## src/rtl/vslot_pkg.sv

```systemverilog
package vslot_pkg;
    localparam int WINDOWS       = 172;
    localparam int TEXT_LEAD     = 47;
    localparam int TEXT_COLS     = 40;
    localparam int REFRESH_LEAD  = 44;
    localparam int WIN_W         = 8;
    localparam int COL_W         = 6;
    localparam int VRAM_AW       = 14;
    localparam int TEXT_END      = TEXT_LEAD + 3 * TEXT_COLS;

    typedef enum logic [1:0] {
        SLOT_EXT  = 2'd0,
        SLOT_NAME = 2'd1,
        SLOT_PAT  = 2'd2,
        SLOT_RFSH = 2'd3
    } slot_kind_e;

    typedef struct packed {
        slot_kind_e         kind;
        logic [COL_W-1:0]   col;
    } slot_t;

    function automatic slot_t decode_slot(input logic [WIN_W-1:0] win, input logic text_line);
        slot_t            s;
        logic [WIN_W-1:0] k;
        s.kind = SLOT_EXT;
        s.col  = '0;
        k      = '0;
        if (text_line) begin
            if (win >= WIN_W'(TEXT_LEAD) && win < WIN_W'(TEXT_END)) begin
                k     = win - WIN_W'(TEXT_LEAD);
                s.col = COL_W'(k / WIN_W'(3));
                case (k % WIN_W'(3))
                    WIN_W'(0): s.kind = SLOT_NAME;
                    WIN_W'(2): s.kind = SLOT_PAT;
                    default:   s.kind = SLOT_EXT;
                endcase
            end
        end else if (win >= WIN_W'(REFRESH_LEAD) && !win[0]) begin
            s.kind = SLOT_RFSH;
        end
        return s;
    endfunction
endpackage

```

## src/rtl/vslot_window_ctr.sv

```systemverilog
module vslot_window_ctr
    import vslot_pkg::*;
#(
    parameter int NTSC_LINES = 262,
    parameter int PAL_LINES  = 313,
    parameter int ROW_W      = $clog2(PAL_LINES)
) (
    input  logic              clk,
    input  logic              rst,
    input  logic              step,
    input  logic              pal_mode,
    output logic [WIN_W-1:0]  win,
    output logic [ROW_W-1:0]  row
);
    localparam logic [WIN_W-1:0] LAST_WIN = WIN_W'(WINDOWS - 1);
    localparam logic [ROW_W-1:0] NTSC_LAST = ROW_W'(NTSC_LINES - 1);
    localparam logic [ROW_W-1:0] PAL_LAST  = ROW_W'(PAL_LINES - 1);

    logic [ROW_W-1:0] last_row;
    assign last_row = pal_mode ? PAL_LAST : NTSC_LAST;

    always_ff @(posedge clk) begin
        if (rst) begin
            win <= '0;
            row <= '0;
        end else if (step) begin
            if (win == LAST_WIN) begin
                win <= '0;
                row <= (row >= last_row) ? '0 : row + 1'b1;
            end else begin
                win <= win + 1'b1;
            end
        end
    end

    AST_WIN_RANGE: assert property (@(posedge clk) disable iff (rst) win <= LAST_WIN);
    AST_WIN_HOLD:  assert property (@(posedge clk) disable iff (rst) !step |=> $stable(win));
    AST_WIN_WRAP:  assert property (@(posedge clk) disable iff (rst) (step && win == LAST_WIN) |=> (win == '0));
    AST_ROW_RANGE: assert property (@(posedge clk) disable iff (rst) row <= PAL_LAST);
endmodule

```

## src/rtl/vslot_decode.sv

```systemverilog
module vslot_decode
    import vslot_pkg::*;
(
    input  logic              clk,
    input  logic              rst,
    input  logic              step,
    input  logic [WIN_W-1:0]  win,
    input  logic              text_line,
    output logic              name_fetch,
    output logic              pattern_fetch,
    output logic              refresh,
    output logic              ext_grant,
    output logic [COL_W-1:0]  col
);
    slot_t slot;

    always_comb begin
        slot          = decode_slot(win, text_line);
        name_fetch    = (slot.kind == SLOT_NAME);
        pattern_fetch = (slot.kind == SLOT_PAT);
        refresh       = (slot.kind == SLOT_RFSH);
        ext_grant     = (slot.kind == SLOT_EXT);
        col           = (name_fetch || pattern_fetch) ? slot.col : '0;
    end

    AST_ONE_STROBE: assert property (@(posedge clk) disable iff (rst)
        $countones({name_fetch, pattern_fetch, refresh, ext_grant}) == 1);
    AST_NAME_THEN_HOST: assert property (@(posedge clk) disable iff (rst)
        (name_fetch && step) |=> ext_grant);
    AST_COL_LIMIT: assert property (@(posedge clk) disable iff (rst)
        (name_fetch || pattern_fetch) |-> (col < COL_W'(TEXT_COLS)));
    AST_RFSH_EVEN: assert property (@(posedge clk) disable iff (rst)
        refresh |-> !win[0]);
endmodule

```

## src/rtl/vslot_addr_gen.sv

```systemverilog
module vslot_addr_gen
    import vslot_pkg::*;
#(
    parameter int ROW_W = 9
) (
    input  logic                clk,
    input  logic                rst,
    input  logic                step,
    input  logic [ROW_W-1:0]    row,
    input  logic [COL_W-1:0]    col,
    input  logic                name_fetch,
    input  logic                pattern_fetch,
    input  logic [VRAM_AW-1:0]  name_base,
    input  logic [VRAM_AW-1:0]  pattern_base,
    input  logic [7:0]          name_data,
    output logic [VRAM_AW-1:0]  vram_addr
);
    localparam logic [VRAM_AW-1:0] NAME_KEEP = VRAM_AW'(14'h3C00);
    localparam logic [VRAM_AW-1:0] PAT_KEEP  = VRAM_AW'(14'h3800);

    logic [7:0]         name_q;
    logic [VRAM_AW-1:0] row_span;
    logic [VRAM_AW-1:0] name_addr;
    logic [VRAM_AW-1:0] pat_addr;

    always_ff @(posedge clk) begin
        if (rst)                     name_q <= '0;
        else if (step && name_fetch) name_q <= name_data;
    end

    always_comb begin
        row_span  = VRAM_AW'(row >> 3) * VRAM_AW'(TEXT_COLS);
        name_addr = (name_base & (NAME_KEEP | row_span)) + VRAM_AW'(col);
        pat_addr  = (pattern_base & (PAT_KEEP | VRAM_AW'(row[2:0])))
                    + (VRAM_AW'(name_q) << 3);
        if (name_fetch)         vram_addr = name_addr;
        else if (pattern_fetch) vram_addr = pat_addr;
        else                    vram_addr = '0;
    end

    AST_IDLE_ADDR: assert property (@(posedge clk) disable iff (rst)
        !(name_fetch || pattern_fetch) |-> (vram_addr == '0));
endmodule

```

## src/rtl/vram_slot_sequencer.sv

```systemverilog
module vram_slot_sequencer
    import vslot_pkg::*;
#(
    parameter int NTSC_LINES   = 262,
    parameter int PAL_LINES    = 313,
    parameter int ACTIVE_LINES = 192
) (
    input  logic        clk,
    input  logic        rst,
    input  logic        step,
    input  logic        pal_mode,
    input  logic        text_mode,
    input  logic [13:0] name_base,
    input  logic [13:0] pattern_base,
    input  logic [7:0]  name_data,
    output logic [7:0]  window,
    output logic [8:0]  row,
    output logic        name_fetch,
    output logic        pattern_fetch,
    output logic        refresh,
    output logic        ext_grant,
    output logic [8:0]  ext_column,
    output logic [13:0] vram_addr,
    output logic [5:0]  lb_col
);
    localparam int ROW_W = 9;

    logic text_line;

    vslot_window_ctr #(
        .NTSC_LINES (NTSC_LINES),
        .PAL_LINES  (PAL_LINES),
        .ROW_W      (ROW_W)
    ) u_ctr (
        .clk      (clk),
        .rst      (rst),
        .step     (step),
        .pal_mode (pal_mode),
        .win      (window),
        .row      (row)
    );

    assign text_line = text_mode && (row < ROW_W'(ACTIVE_LINES));

    vslot_decode u_dec (
        .clk           (clk),
        .rst           (rst),
        .step          (step),
        .win           (window),
        .text_line     (text_line),
        .name_fetch    (name_fetch),
        .pattern_fetch (pattern_fetch),
        .refresh       (refresh),
        .ext_grant     (ext_grant),
        .col           (lb_col)
    );

    vslot_addr_gen #(
        .ROW_W (ROW_W)
    ) u_addr (
        .clk           (clk),
        .rst           (rst),
        .step          (step),
        .row           (row),
        .col           (lb_col),
        .name_fetch    (name_fetch),
        .pattern_fetch (pattern_fetch),
        .name_base     (name_base),
        .pattern_base  (pattern_base),
        .name_data     (name_data),
        .vram_addr     (vram_addr)
    );

    assign ext_column = ext_grant ? {window, 1'b0} : 9'd0;

    AST_HOST_ONLY_TEXT_EDGE: assert property (@(posedge clk) disable iff (rst)
        (text_line && (window < 8'd47 || window > 8'd166)) |-> ext_grant);
endmodule

```

## config.mk

```make
export PLATFORM = sky130hd
export DESIGN_NAME = vram_slot_sequencer
export DESIGN_NICKNAME = d
export VERILOG_FILES = /design/src/rtl/vslot_pkg.sv /design/src/rtl/vslot_window_ctr.sv /design/src/rtl/vslot_decode.sv /design/src/rtl/vslot_addr_gen.sv /design/src/rtl/vram_slot_sequencer.sv
export SDC_FILE = /design/constraint.sdc
export NUM_CORES = 1
export LEC_CHECK = 0
export BUFFER_PORTS_ARGS = -buffer_cell sky130_fd_sc_hd__clkbuf_2
export CAP_MARGIN = 20
export CORE_ASPECT_RATIO = 2
export CORE_MARGIN = 2
export CORE_UTILIZATION = 24
export CTS_CLUSTER_DIAMETER = 60
export DETAILED_ROUTE_END_ITERATION = 8
export GPL_TIMING_DRIVEN = 0
export PLACE_DENSITY_LB_ADDON = 0.3
export SYNTH_ARGS = -nofsm -noshare
export SYNTH_HDL_FRONTEND = slang
export SYNTH_SLANG_ARGS = --single-unit
```

## constraint.sdc

```tcl
create_clock -name clk -period 22.5 [get_ports clk]
set_clock_uncertainty 0.1 [all_clocks]
set_input_delay 4.5 -clock clk [delete_from_list [all_inputs] [get_ports clk]]
set_output_delay 4.5 -clock clk [all_outputs]
set_load 0.05 [all_outputs]
```

==> results.sh <==
export IMPL_synth_nets=491
export IMPL_clockRootBuffer="clkbuf_16"
export IMPL_critPathMaxStageDelay_ps=650
export IMPL_avgSynthCellArea_sq_um=7.126
export IMPL_post_cts_resized=0
export IMPL_powerDensity_mw_per_mm2=32.26
export IMPL_status="finished, final reports clean"
export IMPL_via_per_inst=5.061
export IMPL_dp_final_hpwl_microns=7320
export IMPL_drcViolationCount=0
export IMPL_cts_sinks=25
export IMPL_numCtsBuffers=3
export IMPL_use_met2=0.2089
export IMPL_wl_per_cell_microns=14.05
export IMPL_drive_gt1_frac=0.2107
export IMPL_cp_slowest_cell="or4b_2"
export IMPL_start_util=0.2429
export IMPL_path_class="input port to primary output"
export IMPL_ioPinCount=91
export IMPL_ys_seq_elements=25
export IMPL_synth_top_area_cell="dfxtp_1"
export IMPL_dieWidth_microns=83.25
export IMPL_worstPathCellList="clkbuf_2, and4_1, inv_1, or4b_2, o22ai_2, a31oi_1, ha_1, nand2b_1, a21oi_1, ha_1, inv_1, fa_1, nor2b_1, o21bai_1, nor2_1, nand3_1, xor2_1, mux2i_1, clkbuf_2"
export IMPL_drv_slew=0
export IMPL_rsz0062_at_grt="no"
export IMPL_grt_pass1_wl_microns=15200
export IMPL_grt_max_degree=16
export IMPL_ant_nets=0
export IMPL_layout_commonest_cell="clkbuf_2"
export IMPL_hold_violations=0
export IMPL_h_tree_depth=1
export IMPL_die_area_sq_mm=0.01353
export IMPL_tns_ps=0
export IMPL_fin_crit_ps=13190
export IMPL_async_flop_share=0
export IMPL_route_vias_total=3305
export IMPL_gp_congestion=0.8297
export IMPL_post_synth_top_area_fraction=0.1660
export IMPL_path_clk_slew_ps=70
export IMPL_rows=58
export IMPL_fmax_ghz=0.07579
export IMPL_area_growth_pct=21.59
export IMPL_first_iter_violations=109
export IMPL_core_area_sq_mm=0.01241
export IMPL_routed_wl_microns=9173
export IMPL_seq_area_frac_synth=0.1660
export IMPL_cts_buffer_depth=2
export IMPL_setup_worst_path_end_class="primary output"
export IMPL_synth_cells=423
export IMPL_nets=572
export IMPL_synth_edf_count=0
export IMPL_antenna_found_initial=0
export IMPL_peakVddDrop_v=0.00002778
export IMPL_layout_common_cells="clkbuf_2, nand2_1, nor2_1"
export IMPL_grt_remaining_overflow=0
export IMPL_grt_met1_usage=0.1968
export IMPL_postCtsHoldBufs=0
export IMPL_syn_cell_area_sq_mm=0.003014
export IMPL_die_h_microns=162.5
export IMPL_setup_viol=0
export IMPL_hp_class="register to register"
export IMPL_crit_arrival_ps=8590
export IMPL_ys_flop_type="dfxtp_1"
export IMPL_clkLatencyLatePin_ps=260
export IMPL_ys_warn_count=0
export IMPL_crit_required_ps=17900
export IMPL_yosys_top_cells_area="dfxtp_1, ha_1, nand2_1"
export IMPL_firstDrtPassIters=4
export IMPL_cts_tree="yes"
export IMPL_slew_headroom=0.4486
export IMPL_grt_pass1_vias=2981
export IMPL_drv_cap=0
export IMPL_post_route_period_util=0.5864
export IMPL_grt_usage=0.1329
export IMPL_ys_types=73
export IMPL_p_leak_nw=1.554
export IMPL_critPathMaxFanout=4
export IMPL_place_port_buffers=76
export IMPL_grtUsageMet3=0.02027
export IMPL_setup_worst_path_start_class="input port"
export IMPL_diodes=0
export IMPL_utilization=0.2953
export IMPL_grt_busiest_layer="met2"
export IMPL_worst_pin_slew_ps=819.5
export IMPL_post_cts_buffers=0
[where the power goes]
part	internal (mW)	switching [mW]	total (mW)
sequential	0.0446	0.000770	0.0454
clock	0.0242	0.0168	0.0410
combinational	0.0129	0.0190	0.0319
total	0.0817	0.0365	0.118
[final timing paths]
kind / slack [ps] / start / endpoint / depth (start not counted)
min reg2reg: 360 / u_addr.name_q[5] / u_addr.name_q[5] / 2
min: 360 / u_addr.name_q[5] / u_addr.name_q[5] / 2
max reg2reg: 16410 / u_ctr.win[1] / u_addr.name_q[3] / 22
max: 9310 / text_mode / vram_addr[13] / 19
[kinds of logic (layout without fill, tap and decap cells)]
family                     after synthesis  after routing  synth area share
xor gates and xnor gates                29             29           0.08676
adders and majority gates               27             27            0.1171
other                                    1              1          0.001244
buffers and inverters                   45            125           0.06849
DFF                                     25             25            0.1660
muxes                                    7              7           0.02906
and+or+nand+nor                        194            194            0.3192
AOI/OAI and AO/OA                       95             95            0.2121
[metrics by stage]
stage | setup slack [ps] | hold WS (ps) | area, sq um | power (mW) | std cells
2_1_floorplan | 8722 | 336.6 | 3014 | 0.06991 | 423
3_5_place_dp | 9259 | 347.1 | 3582 | 0.07800 | 649
3_3_place_gp | 9255 | 343.2 | 3582 | 0.07765 | 649
6_report | 9306 | 357.8 | 3665 | 0.1182 | 653
4_1_cts | 9248 | 357.1 | 3665 | 0.1192 | 653
5_1_grt | 8985 | 375.4 | 3665 | 0.1247 | 653
[area by class of cell]
| type | instances | area, sq um |
|---|---|---|
| Sequential cell | 25 | 500.5 |
| Clock buffer | 3 | 75.07 |
| Multi-Input combinational cell | 353 | 2307 |
| Buffer | 31 | 153.9 |
| Tap cell | 150 | 187.7 |
| Timing Repair Buffer | 76 | 380.4 |
| Inverter | 14 | 52.55 |
| Clock inverter | 1 | 7.507 |
| Fill cell | 1369 | 8745 |
[worst max-delay path, delay by kind of cell]
kind,cells,cell delay (ps)
AOI/OAI and AO/OA,4,790
xor gates and xnor gates,1,150
adders and majority gates,3,970
buffers and inverters,4,530
muxes,1,120
and+or+nand+nor,6,1540
[sequential cells by signal (all words and copies together) (netlist names)]
signal	cells
u_ctr.row	9
u_ctr.win	8
u_addr.name_q	8
[per-layer routing]
metal | up-vias | wire [microns]
li1 | 1663 | -
met1 | 1540 | 4587
met2 | 97 | 4088
met3 | 5 | 457
met4 | 0 | 40
met5 | - | 0
[cell usage after synthesis (6+ instances only)]
cell      instances
xnor2_1          15
buf_2             6
a21oi_1          27
nand4_1           9
nor2_1           34
inv_1            13
xor2_1           13
o21ai_0          26
dfxtp_1          25
nand3_1          23
clkbuf_1         17
nand2_1          68
ha_1             25
and2_1           12
nor3_1           13
Power figures use the tool's default switching activity.
